==> src/rtl/tmr_pkg.sv <==
package tmr_pkg;
    localparam logic [2:0] MODE_PWM = 3'b001;
    localparam logic [2:0] MODE_EVT = 3'b010;
    localparam logic [2:0] MODE_CAP = 3'b100;

    localparam logic [1:0] SEL_CNT = 2'd0;
    localparam logic [1:0] SEL_A   = 2'd1;
    localparam logic [1:0] SEL_B   = 2'd2;

    typedef enum logic [2:0] {
        ST_HALT,
        ST_PWM_A,
        ST_PWM_B,
        ST_EVENT,
        ST_CAPTURE
    } tmr_state_e;
endpackage

==> src/rtl/tmr_pin_edge.sv <==
module tmr_pin_edge #(
    parameter int STAGES = 2
) (
    input  logic clk,
    input  logic rst_n,
    input  logic pin,
    output logic rise,
    output logic fall
);
    localparam int TOP = STAGES - 1;

    logic [TOP:0] chain;
    logic         last;

    always_ff @(posedge clk or negedge rst_n) begin
        if (!rst_n) begin
            chain <= '0;
            last  <= 1'b0;
        end else begin
            chain <= {chain[TOP-1:0], pin};
            last  <= chain[TOP];
        end
    end

    assign rise = chain[TOP] & ~last;
    assign fall = ~chain[TOP] & last;
endmodule

==> src/rtl/tmr_core.sv <==
module tmr_core
    import tmr_pkg::*;
#(
    parameter int W = 16
) (
    input  logic         clk,
    input  logic         rst_n,
    input  logic [2:0]   mode_sel,
    input  logic         run,
    input  logic         edge_pos,
    input  logic         b_int_en,
    input  logic         rise_a,
    input  logic         fall_a,
    input  logic         rise_b,
    input  logic         fall_b,
    input  logic         wr_en,
    input  logic [1:0]   wr_sel,
    input  logic [W-1:0] wr_data,
    input  logic         clr_a,
    input  logic         clr_b,
    output logic [W-1:0] cnt_q,
    output logic [W-1:0] reg_a_q,
    output logic [W-1:0] reg_b_q,
    output logic         pend_a,
    output logic         pend_b,
    output logic         pwm_out,
    output tmr_state_e   st_q
);
    tmr_state_e st_nxt;
    logic       sel_a, sel_b, is_pwm, tick, uflow;
    logic       wr_cnt, wr_a, wr_b;

    function automatic tmr_state_e mode_state(input logic [2:0] m);
        case (m)
            MODE_PWM: mode_state = ST_PWM_A;
            MODE_EVT: mode_state = ST_EVENT;
            MODE_CAP: mode_state = ST_CAPTURE;
            default:  mode_state = ST_HALT;
        endcase
    endfunction

    assign sel_a  = edge_pos ? rise_a : fall_a;
    assign sel_b  = edge_pos ? rise_b : fall_b;
    assign is_pwm = (st_q == ST_PWM_A) || (st_q == ST_PWM_B);
    assign wr_cnt = wr_en && (wr_sel == SEL_CNT);
    assign wr_a   = wr_en && (wr_sel == SEL_A);
    assign wr_b   = wr_en && (wr_sel == SEL_B);

    always_comb begin
        tick = 1'b0;
        unique case (st_q)
            ST_HALT:            tick = 1'b0;
            ST_PWM_A, ST_PWM_B: tick = run;
            ST_EVENT:           tick = run & sel_a;
            ST_CAPTURE:         tick = 1'b1;
        endcase
    end

    assign uflow = tick && (cnt_q == '0) && (st_q != ST_CAPTURE);

    // next-state logic
    always_comb begin
        st_nxt = st_q;
        unique case (st_q)
            ST_PWM_A: begin
                if (mode_sel != MODE_PWM) st_nxt = mode_state(mode_sel);
                else if (uflow)           st_nxt = ST_PWM_B;
            end
            ST_PWM_B: begin
                if (mode_sel != MODE_PWM) st_nxt = mode_state(mode_sel);
                else if (uflow)           st_nxt = ST_PWM_A;
            end
            ST_HALT, ST_EVENT, ST_CAPTURE: st_nxt = mode_state(mode_sel);
        endcase
    end

    // state register
    always_ff @(posedge clk or negedge rst_n) begin
        if (!rst_n) st_q <= ST_HALT;
        else        st_q <= st_nxt;
    end

    // outputs and datapath
    always_ff @(posedge clk or negedge rst_n) begin
        if (!rst_n) begin
            cnt_q   <= '0;
            reg_a_q <= '0;
            reg_b_q <= '0;
            pend_a  <= 1'b0;
            pend_b  <= 1'b0;
            pwm_out <= 1'b0;
        end else begin
            if (wr_cnt)      cnt_q <= wr_data;
            else if (uflow)  cnt_q <= (st_q == ST_PWM_A) ? reg_b_q : reg_a_q;
            else if (tick)   cnt_q <= cnt_q - 1'b1;

            if (wr_a)                                reg_a_q <= wr_data;
            else if (st_q == ST_CAPTURE && sel_a)    reg_a_q <= cnt_q;

            if (wr_b)                                reg_b_q <= wr_data;
            else if (st_q == ST_CAPTURE && sel_b)    reg_b_q <= cnt_q;

            pend_a <= uflow || (st_q == ST_CAPTURE && sel_a) || (pend_a && !clr_a);
            pend_b <= (st_q == ST_CAPTURE ? sel_b : (rise_b && b_int_en))
                      || (pend_b && !clr_b);

            if (is_pwm) begin
                if (uflow) pwm_out <= ~pwm_out;
            end else begin
                pwm_out <= 1'b0;
            end
        end
    end
endmodule

==> src/rtl/tri_mode_timer.sv <==
module tri_mode_timer
    import tmr_pkg::*;
#(
    parameter int W           = 16,
    parameter int SYNC_STAGES = 2
) (
    input  logic         clk,
    input  logic         rst_n,
    input  logic [2:0]   mode_sel,
    input  logic         run,
    input  logic         edge_pos,
    input  logic         b_int_en,
    input  logic         pin_a,
    input  logic         pin_b,
    input  logic         wr_en,
    input  logic [1:0]   wr_sel,
    input  logic [W-1:0] wr_data,
    input  logic         clr_a,
    input  logic         clr_b,
    output logic [W-1:0] cnt_q,
    output logic [W-1:0] reg_a_q,
    output logic [W-1:0] reg_b_q,
    output logic         pend_a,
    output logic         pend_b,
    output logic         pwm_out
);
    localparam int NPINS = 2;

    logic [NPINS-1:0] pins, rise_v, fall_v;
    tmr_state_e       st_w;

    assign pins = {pin_b, pin_a};

    for (genvar i = 0; i < NPINS; i++) begin : g_pin
        tmr_pin_edge #(.STAGES(SYNC_STAGES)) u_edge (
            .clk  (clk),
            .rst_n(rst_n),
            .pin  (pins[i]),
            .rise (rise_v[i]),
            .fall (fall_v[i])
        );
    end

    tmr_core #(.W(W)) u_core (
        .clk     (clk),
        .rst_n   (rst_n),
        .mode_sel(mode_sel),
        .run     (run),
        .edge_pos(edge_pos),
        .b_int_en(b_int_en),
        .rise_a  (rise_v[0]),
        .fall_a  (fall_v[0]),
        .rise_b  (rise_v[1]),
        .fall_b  (fall_v[1]),
        .wr_en   (wr_en),
        .wr_sel  (wr_sel),
        .wr_data (wr_data),
        .clr_a   (clr_a),
        .clr_b   (clr_b),
        .cnt_q   (cnt_q),
        .reg_a_q (reg_a_q),
        .reg_b_q (reg_b_q),
        .pend_a  (pend_a),
        .pend_b  (pend_b),
        .pwm_out (pwm_out),
        .st_q    (st_w)
    );
endmodule

==> config.mk <==
export PLATFORM = sky130hd
export DESIGN_NAME = tri_mode_timer
export DESIGN_NICKNAME = d
export VERILOG_FILES = /design/src/rtl/tmr_pkg.sv /design/src/rtl/tmr_pin_edge.sv /design/src/rtl/tmr_core.sv /design/src/rtl/tri_mode_timer.sv
export SDC_FILE = /design/constraint.sdc
export NUM_CORES = 1
export LEC_CHECK = 0
export CORE_MARGIN = 10
export CORE_UTILIZATION = 54
export CTS_CLUSTER_DIAMETER = 60
export CTS_CLUSTER_SIZE = 20
export DETAILED_ROUTE_END_ITERATION = 10
export GPL_ROUTABILITY_DRIVEN = 1
export MAX_ROUTING_LAYER = met4
export PLACE_DENSITY = 0.95
export SYNTH_ARGS = -nofsm -noshare
export SYNTH_HDL_FRONTEND = slang
export SYNTH_HIERARCHICAL = 1
export SYNTH_SLANG_ARGS = --single-unit
==> constraint.sdc <==
create_clock -name clk -period 6.7 [get_ports clk]
set_clock_uncertainty 0.15 [all_clocks]
set_input_delay 1.34 -clock clk [delete_from_list [all_inputs] [get_ports clk]]
set_output_delay 1.34 -clock clk [all_outputs]
set_load 0.1 [all_outputs]
==> results of run 1 <==
[cell families (layout without fill, tap and decap cells)]
logic type | Yosys count | after routing
AND/OR/NAND/NOR | 111 | 111
AO/OA/AOI/OAI | 96 | 96
flip-flops | 60 | 60
multiplexers | 41 | 41
buffers and inverters | 29 | 107
XOR/XNOR | 12 | 12
adder cells (fa/ha/maj) | 2 | 2
[registers in the layout (all words and copies together) (netlist names)]
name / cells
u_core/pend_a: 1
u_core/reg_b_q: 16
g_pin.u_edge/last: 2
u_core/pend_b: 1
g_pin.u_edge/chain: 4
u_core/st_q: 3
u_core/cnt_q: 16
u_core/pwm_out: 1
u_core/reg_a_q: 16
[final cells by class]
class | instances | share of cell area [%]
flip-flops and latches | 60 | 33.60
inverters | 6 | 0.5041
multi-input cells | 262 | 40.24
well taps | 75 | 2.100
repair buffers | 85 | 18.71
clock buffers | 11 | 3.164
clock inverters | 5 | 1.680
[worst max-delay path: stages]
cell             delay, ns
clkdlybuf4s50_1       0.52
mux2i_1               0.14
a211o_1               0.37
nor3_2                0.81
mux2_2                0.41
o21ai_0               0.14
[stage by stage]
step	hold slack (ns)	power (mW)
final	0.2084	1.971
after global routing	0.2207	2.053
after CTS	0.2080	1.975
after detailed placement	0.1911	1.610
after global placement	0.1829	1.586
after floorplan	0.1812	1.341
[power breakdown]
group          leakage [nW]  total (mW)  switching, mW  internal (mW)
sequential            0.708       0.566          0.125          0.441
clock                 0.113       0.362          0.144          0.218
combinational         0.892        1.04          0.770          0.274
total                  1.71        1.97           1.04          0.933
[routing by layer]
metal / routed length, um / vias up / GRT usage, %
met5: 0 / - / -
met4: 190 / 0 / 6.725
met3: 733 / 19 / 5.882
met2: 4849 / 158 / 32.77
met1: 4065 / 1501 / 24.21
li1: - / 1431 / -
[synthesized netlist by cell type, types with 2 or more instances]
library cell  instances  area, sq um
dfrtp_1              60         1501
nor2_1               44        165.2
mux2i_1              39        390.4
a21oi_1              37        185.2
nor2b_1              14        87.58
a211oi_1             13        97.59
a22oi_1              12        90.09
clkbuf_1             12        45.04
nand2_1              12        45.04
xnor2_1              11        96.34
o31ai_1              10        75.07
nor3_1                8        40.04
buf_2                 7        35.03
inv_1                 6        22.52
o21ai_0               5        25.02
nand3b_1              4        30.03
o31a_1                4        35.03
a32oi_1               3        26.28
and3_1                3        18.77
buf_4                 3        22.52
nand2b_1              3        18.77
nand3_1               3        15.01
nand4_1               3        18.77
nor4_1                3        18.77
o31ai_2               3        37.54
and2b_2               2        17.52
ha_1                  2        25.02
nor2_2                2        12.51
nor3_2                2        20.02
nor3b_1               2        15.01
o21a_1                2        15.01
[worst min path at each step]
stage,startpoint,end,slack (ns),cells after the start
after global placement,g_pin[1].u_edge/chain[0],g_pin[1].u_edge/chain[1],0.18,0
after CTS,g_pin[1].u_edge/chain[0],g_pin[1].u_edge/chain[1],0.21,0
final,g_pin[1].u_edge/chain[0],g_pin[1].u_edge/chain[1],0.21,0
after floorplan,g_pin[0].u_edge/chain[0],g_pin[0].u_edge/chain[1],0.18,0
after detailed placement,g_pin[1].u_edge/chain[0],g_pin[1].u_edge/chain[1],0.19,0
after global routing,g_pin[1].u_edge/chain[0],g_pin[1].u_edge/chain[1],0.22,0
==> run summary, run 1 <==
post-cts resize count: 0
Post-Synth Adder-Cell Area: 0.7307%
Total GRT Usage: 20.47%
# DRC: 0
Avg Inst Size Synth: 9.757 sq um
commonest non-fill, non-tap cells in the layout: 80 x clkdlybuf4s50_1, 60 x dfrtp_1, 44 x nor2_1
Post-synth EDFFs: 0
Crit Path Category: input port to register
Seq/Total Area, Yosys: 43.84%
Seq. cell area: 1501 sq um
Final setup viols: 0
gr ovfl total: 0
portion of netlist area occupied by mux cells: 12.17%
die area: 9927 sq um
cts hold-fix bufs: 0
Syn. warnings: 6
CP Max Fanout: 13
maxcap violations: 0
Worst Setup EP: u_core/cnt_q[1]
initial antenna violation count: 0
clk buf depth: 2
Synth Net Count: 384
status: finished clean
Antenna diodes: 0
Max transition margin: 12.54%
CP startpoint: edge_pos
H-tree depth: 3
final instance area: 4468 sq um
Vias: 3109
multi-input logic area: 1798 sq um
Post-Syn Area: 3425 sq um
Synth Area in Compound Gates: 18.85%
Die H: 99.64 um
Top FF cell, synth: dfrtp_1
first-pass GRT wire length: 16.18 mm
clock-pin slew on the worst setup and hold paths: 0.07 ns
fmax: 276.1 MHz
clk_lat worst skew: 0.35 ns
Worst EP required: 6.81 ns
row count: 28
actual slew at the worst max-slew pin: 1.308 ns
IO Count: 82
CTS tree: yes
reg-to-reg critical path endpoint: u_core/cnt_q[1]
fin cells: 504
crit start category: input port
Layout Nets: 457
largest net degree at the start of global routing: 61
placeable core region: 6026 sq um
asr flop ratio synth: 100.0%
fill cell count: 424
die width: 99.64 um
Area Growth Syn to Fin: 30.47%
WL final: 9.840 mm
Cells after Synth: 351
launching point of the worst reg2reg path: u_core/cnt_q[4]
Hold Fails Final Rpt: 0
pwr/cell area: 441.2 nW/um^2
# clock sinks: 60
Avg WL per Cell: 19.52 um
RSZ-0062 raised after global routing: no
post-detailed-route count of antenna-violating nets: 0
worst reg2reg setup slack: 3.89 ns
Inst Count DP: 488
Leak: 1.712 nW
combinational family with the most area after synthesis: compound AO/OA/AOI/OAI gates
fin. max-slew vios: 0
vias in the first global route: 3113
Reg2Reg Depth: 5
Setup Slack @ Placement: 2.766 ns
Iter 0 DRT Violations: 282
Post-Synth XOR/XNOR Area: 3.069%
TritonRoute pass-1 iters: 4
CP Capture Type: register
total CTS buffers: 9
post-detail-place hpwl: 6.749 mm
Max VDD drop: 0.0003343 V
worst min path class: register to register
drt via density: 6.169
layout cells sized above 1: 8.625%
most common cell after layout, fill and taps aside: clkdlybuf4s50_1
# port buffers: 81
initial core utilization: 56.83%
CP Data Arrival Time: 3.74 ns
root buf cell: clkbuf_8
Netlist cell types: 48
routability cong.: 0.8534
DP Area: 4252 sq um
crit path time final: 3.622 ns
flops & latches, synth: 60
Synth Area in Simple Gates: 17.35%
post-CTS setup buffer count: 0
setup_tns: 0 ns
final core utilization: 74.15%
final worst path period share: 54.05%
min setup slack post-route: 3.078 ns
Note: power is estimated with default switching activity, not from simulation.
==> run 2, diff against run 1 <==
- CORE_UTILIZATION: 54 -> 50
- PLACE_DENSITY: 0.95 -> 0.92
- clock period: 6.7 -> 3.8 ns (I/O delays scaled with it)
==> run 2 against run 1 <==
Against the previous run:
- wire length down 3.0%
- clock-buffer cell count is 2 higher
- sequential power grew 76%
- core utilization fell by 7.9 points
- cell area shrank 0.42%
- critical endpoint is now cnt_q[13]
==> run summary, run 2 (synthesis gave the netlist of run 1 again) <==
CTS tree: yes
H-tree depth: 3 (unchanged)
RSZ-0062 raised after global routing: no
actual slew at the worst max-slew pin: 1.009 ns (-0.2993 ns)
CP Capture Type: primary output
crit start category: register
Leak: 1.739 nW (+1.6%)
buffers plus inverters on the worst setup path: 1 (unchanged)
Avg WL per Cell: 18.53 um (-5.1%)
Crit. path cell count: 1 (-5)
first-pass GRT wire length: 15.37 mm (-5.0%)
crit path time final: 2.922 ns
Layout Nets: 464 (+1.5%)
layout cells sized above 1: 12.41% (+3.8 points)
launching point of the worst reg2reg path: u_core/cnt_q[4]
die width: 102.8 um (+3.1%)
drt via density: 6.023 (-2.4%)
Crit Path Category: register to primary output
fmax: 342.2 MHz
largest net degree at the start of global routing: 35 (-43%)
final worst path period share: 76.91%
most common cell after layout, fill and taps aside: clkdlybuf4s50_1
post-CTS setup buffer count: 0 (unchanged)
Hold Fails Final Rpt: 0 (unchanged)
Worst EP required: 2.89 ns (-3.92 ns)
WL final: 9.542 mm (-3.0%)
CP Max Fanout: 6 (-7)
CP Cell Sequence: clkdlybuf4s50_1
Regs by FF count: u_core/cnt_q (16), u_core/reg_a_q (16), u_core/reg_b_q (16)
cts hold-fix bufs: 0 (unchanged)
# DRC: 0 (unchanged)
Final setup viols: 0 (unchanged)
fin cells: 515 (+2.2%)
clock-pin slew on the worst setup and hold paths: 0.07 ns (about the same)
TritonRoute pass-1 iters: 5 (+1)
Area Growth Syn to Fin: 29.92%
CP startpoint: u_core/cnt_q[13]
post-detailed-route count of antenna-violating nets: 0 (unchanged)
worst reg2reg setup slack: 1.27 ns (-2.62 ns)
setup_tns: 0 ns (unchanged)
CP peak stage delay: 1.19 ns (+0.38 ns)
row count: 30 (+7.1%)
family with the most delay on the worst path: buffers and inverters
placeable core region: 6719 sq um (+12%)
vias in the first global route: 3080 (-1.1%)
IO Count: 82 (unchanged)
Max transition margin: 32.54% (+20 points)
Hold Slack: 0.2007 ns (-0.007681 ns)
# port buffers: 81 (unchanged)
worst min path class: register to register
reg-to-reg critical path endpoint: u_core/cnt_q[0]
Inst Count DP: 500 (+2.5%)
initial antenna violation count: 0 (unchanged)
CP Data Arrival Time: 2.01 ns (-1.73 ns)
Iter 0 DRT Violations: 298 (+5.7%)
Max VDD drop: 0.0005872 V (+76%)
post-detail-place hpwl: 7.022 mm (+4.1%)
fin. max-slew vios: 0 (unchanged)
commonest non-fill, non-tap cells in the layout: 68 x clkdlybuf4s50_1, 60 x dfrtp_1, 44 x nor2_1
die area: 10560 sq um (+6.4%)
CP max stage cell: clkdlybuf4s50_1
total CTS buffers: 9 (unchanged)
Antenna diodes: 0 (unchanged)
clk buf depth: 2 (unchanged)
pwr/cell area: 748.5 nW/um^2 (+70%)
maxcap violations: 0 (unchanged)
initial core utilization: 50.97% (-5.9 points)
Reg2Reg Depth: 5 (unchanged)
gr ovfl total: 0 (unchanged)
Total GRT Usage: 18.81% (-1.7 points)
root buf cell: clkbuf_8
routability cong.: 0.9052 (+6.1%)
post-cts resize count: 0 (unchanged)
status: finished clean
# clock sinks: 60 (unchanged)
clk_lat worst skew: 0.35 ns (about the same)
Worst Setup EP: cnt_q[13]
Vias: 3102 (-0.23%)
Die H: 102.8 um (+3.1%)
==> run 2: layout make-up <==
type | count | area (sq um)
fillers | 504 | 2270
multi-input cells | 262 | 1798
flip-flops and latches | 60 | 1501
repair buffers | 92 | 858.3
clock buffers | 13 | 158.9
well taps | 80 | 100.1
inverters | 6 | 22.52
clock inverters | 2 | 10.01
==> run 2: per-stage QoR <==
stage / total power, mW / setup slack, ns / util [%] / instance area [sq um]
2_1_floorplan: 2.365 / 1.126 / - / 3425
3_5_place_dp: 2.826 / 0.7111 / 63.71 / 4280
5_1_grt: 3.469 / 0.8252 / 66.22 / 4449
3_3_place_gp: 2.788 / 0.7669 / 63.71 / 4280
4_1_cts: 3.341 / 0.8708 / 66.22 / 4449
6_report: 3.330 / 0.8775 / 66.22 / 4449
==> run 2: routing by layer <==
metal	part of all wire, %	up-vias	global-route usage, %
li1	-	1438	-
met2	48	146	29.64
met1	43	1508	22.72
met5	0	-	-
met3	7.7	10	6.099
met4	0.99	0	5.241
==> run 2: power breakdown <==
| group | total, mW | switching, mW | internal [mW] |
|---|---|---|---|
| clock | 0.512 | 0.245 | 0.267 |
| combinational | 1.82 | 1.35 | 0.469 |
| sequential | 0.995 | 0.218 | 0.778 |
==> run 2: how the worst min path moves through the flow <==
| stage | from | cells past startpoint | to | slack, ns |
|---|---|---|---|---|
| 2_1_floorplan | g_pin[0].u_edge/chain[0] | 0 | g_pin[0].u_edge/chain[1] | 0.18 |
| 3_3_place_gp | g_pin[1].u_edge/chain[0] | 0 | g_pin[1].u_edge/chain[1] | 0.18 |
| 6_report | g_pin[0].u_edge/chain[0] | 0 | g_pin[0].u_edge/chain[1] | 0.20 |
| 5_1_grt | g_pin[0].u_edge/chain[0] | 0 | g_pin[0].u_edge/chain[1] | 0.21 |
| 4_1_cts | g_pin[0].u_edge/chain[0] | 0 | g_pin[0].u_edge/chain[1] | 0.20 |
| 3_5_place_dp | g_pin[0].u_edge/chain[0] | 0 | g_pin[0].u_edge/chain[1] | 0.19 |
==> run 2: worst reg2reg max path, cell delays in order (launching register included) <==
cell      delay [ns]
dfrtp_1         0.49
nor4_4          0.60
nand3b_2        0.18
or3_4           0.49
mux2_4          0.35
o31ai_2         0.18
==> run 3, diff against run 2 <==
- clock period: 3.8 -> 2.96 ns (I/O delays scaled with it)
==> run 3 against run 2 <==
Against the previous run:
- hold slack got worse by 0.0022 ns
- sequential cell count did not move
- core utilization fell by 1.1 points
- highest routed layer unchanged
==> run summary, run 3 (synthesis gave the netlist of run 1 again) <==
status: finished clean
Iter 0 DRT Violations: 224 (-25%)
Max transition margin: 17.76% (-15 points)
routability cong.: 0.8484 (-6.3%)
Worst EP required: 3.03 ns (+0.14 ns)
post-CTS setup buffer count: 0 (unchanged)
post-detail-place hpwl: 6.737 mm (-4.1%)
CP max stage cell: nor2_2
placeable core region: 6719 sq um (unchanged)
root buf cell: clkbuf_8
Final setup viols: 0 (unchanged)
fmax: 365.3 MHz
Leak: 1.784 nW (+2.6%)
final core utilization: 65.08% (-1.1 points)
reg-to-reg critical path endpoint: u_core/reg_b_q[14]
clk_lat worst skew: 0.35 ns (about the same)
maxcap violations: 0 (unchanged)
die width: 102.8 um (unchanged)
first-pass GRT wire length: 15.48 mm (+0.72%)
Avg WL per Cell: 18.54 um (about the same)
# DRC: 0 (unchanged)
Layout Nets: 466 (+0.43%)
Max VDD drop: 0.0006244 V (+6.3%)
Inst Count DP: 502 (+0.40%)
total CTS buffers: 9 (unchanged)
CTS tree: yes
Reg2Reg Depth: 5 (unchanged)
cts hold-fix bufs: 0 (unchanged)
Setup Slack @ Placement: 0.07561 ns (-0.6355 ns)
# port buffers: 81 (unchanged)
crit path time final: 2.738 ns
launching point of the worst reg2reg path: u_core/st_q[1]
final worst path period share: 92.49%
IO Count: 82 (unchanged)
CP Max Fanout: 17 (+11)
pwr/cell area: 975.3 nW/um^2 (+30%)
Antenna diodes: 0 (unchanged)
Hold Slack: 0.1985 ns (-0.002162 ns)
largest net degree at the start of global routing: 38 (+8.6%)
post-detailed-route count of antenna-violating nets: 0 (unchanged)
vias in the first global route: 3147 (+2.2%)
# clock sinks: 60 (unchanged)
initial core utilization: 50.97% (unchanged)
clk buf depth: 2 (unchanged)
die area: 10560 sq um (unchanged)
worst min path class: input port to asynchronous set/reset pin
min setup slack post-route: 0.2224 ns (-0.6551 ns)
Regs by FF count: u_core/cnt_q (16), u_core/reg_a_q (16), u_core/reg_b_q (16)
crit start category: register
most common cell after layout, fill and taps aside: buf_4
actual slew at the worst max-slew pin: 1.232 ns (+0.2236 ns)
worst reg2reg setup slack: 0.22 ns (-1.05 ns)
Crit Path Category: register to register
RSZ-0062 raised after global routing: no
initial antenna violation count: 0 (unchanged)
H-tree depth: 3 (unchanged)
commonest non-fill, non-tap cells in the layout: 64 x buf_4, 60 x dfrtp_1, 44 x nor2_1
TritonRoute pass-1 iters: 5 (unchanged)
WL final: 9.567 mm (+0.26%)
Hold Fails Final Rpt: 0 (unchanged)
Total GRT Usage: 19.06% (+0.25 points)
CP Capture Type: register
fin. max-slew vios: 0 (unchanged)
row count: 30 (unchanged)
setup_tns: 0 ns (unchanged)
fin cells: 516 (+0.19%)
post-cts resize count: 0 (unchanged)
gr ovfl total: 0 (unchanged)
drt via density: 5.973 (-0.84%)
CP peak stage delay: 1.01 ns (-0.18 ns)
clock-pin slew on the worst setup and hold paths: 0.07 ns (about the same)
Area Growth Syn to Fin: 27.69%
Die H: 102.8 um (unchanged)
layout cells sized above 1: 22.02% (+9.6 points)
Vias: 3082 (-0.64%)
CP Data Arrival Time: 2.80 ns (+0.79 ns)
CP Cell Sequence: nor2_1 -> nand2_1 -> nor2_2 -> mux2i_1 -> a21oi_1
run 3: cell types whose count changed in the layout (fill, tap and decap cells not counted), sizes merged:
cell	change
clkbuf	-1
clkdlybuf4s50	-39
buf	+41
run 3: layer usage:
| metal | global-route usage [%] | share of wire [%] | up-vias |
|---|---|---|---|
| met5 | - | 0 | - |
| met4 | 6.738 | 0.82 | 0 |
| met3 | 5.563 | 8.2 | 13 |
| met1 | 22.65 | 42 | 1475 |
| met2 | 30.27 | 49 | 154 |
| li1 | - | - | 1440 |
run 3: worst max path at each step:
stage	start	slack (ns)	end
2_1_floorplan	u_core/cnt_q[8]	0.29	u_core/cnt_q[5]
3_3_place_gp	edge_pos	0.17	u_core/reg_a_q[8]
3_5_place_dp	edge_pos	0.08	u_core/reg_a_q[8]
4_1_cts	u_core/st_q[1]	0.28	u_core/reg_b_q[14]
5_1_grt	u_core/st_q[1]	0.13	u_core/reg_b_q[7]
6_report	u_core/st_q[1]	0.22	u_core/reg_b_q[14]
run 3: layout make-up:
class                      instances  area (sq um)
fill                             527          2346
multi-input combinational        262          1798
sequential                        60          1501
timing repair buffer              94         775.7
clock buffer                      12         165.2
tap                               80         100.1
inverter                           6         22.52
clock inverter                     2         10.01
run 3: report_power, final:
| part | switching (mW) | internal (mW) |
|---|---|---|
| Clock | 0.314 | 0.360 |
| Combinational | 1.73 | 0.573 |
| Sequential | 0.285 | 0.998 |
| Total | 2.33 | 1.93 |
run 3: metrics by stage:
step | cell area [sq um] | power (mW)
6_report | 4373 | 4.265
5_1_grt | 4373 | 4.448
4_1_cts | 4373 | 4.273
3_5_place_dp | 4198 | 3.597
3_3_place_gp | 4198 | 3.550
2_1_floorplan | 3425 | 3.036
run 3: critical path: cells and delay by family (launching register included):
kind | cells | cell delay [ns]
AND/OR/NAND/NOR | 3 | 1.56
multiplexers | 1 | 0.31
AO/OA/AOI/OAI | 1 | 0.10
flip-flops | 1 | 0.49
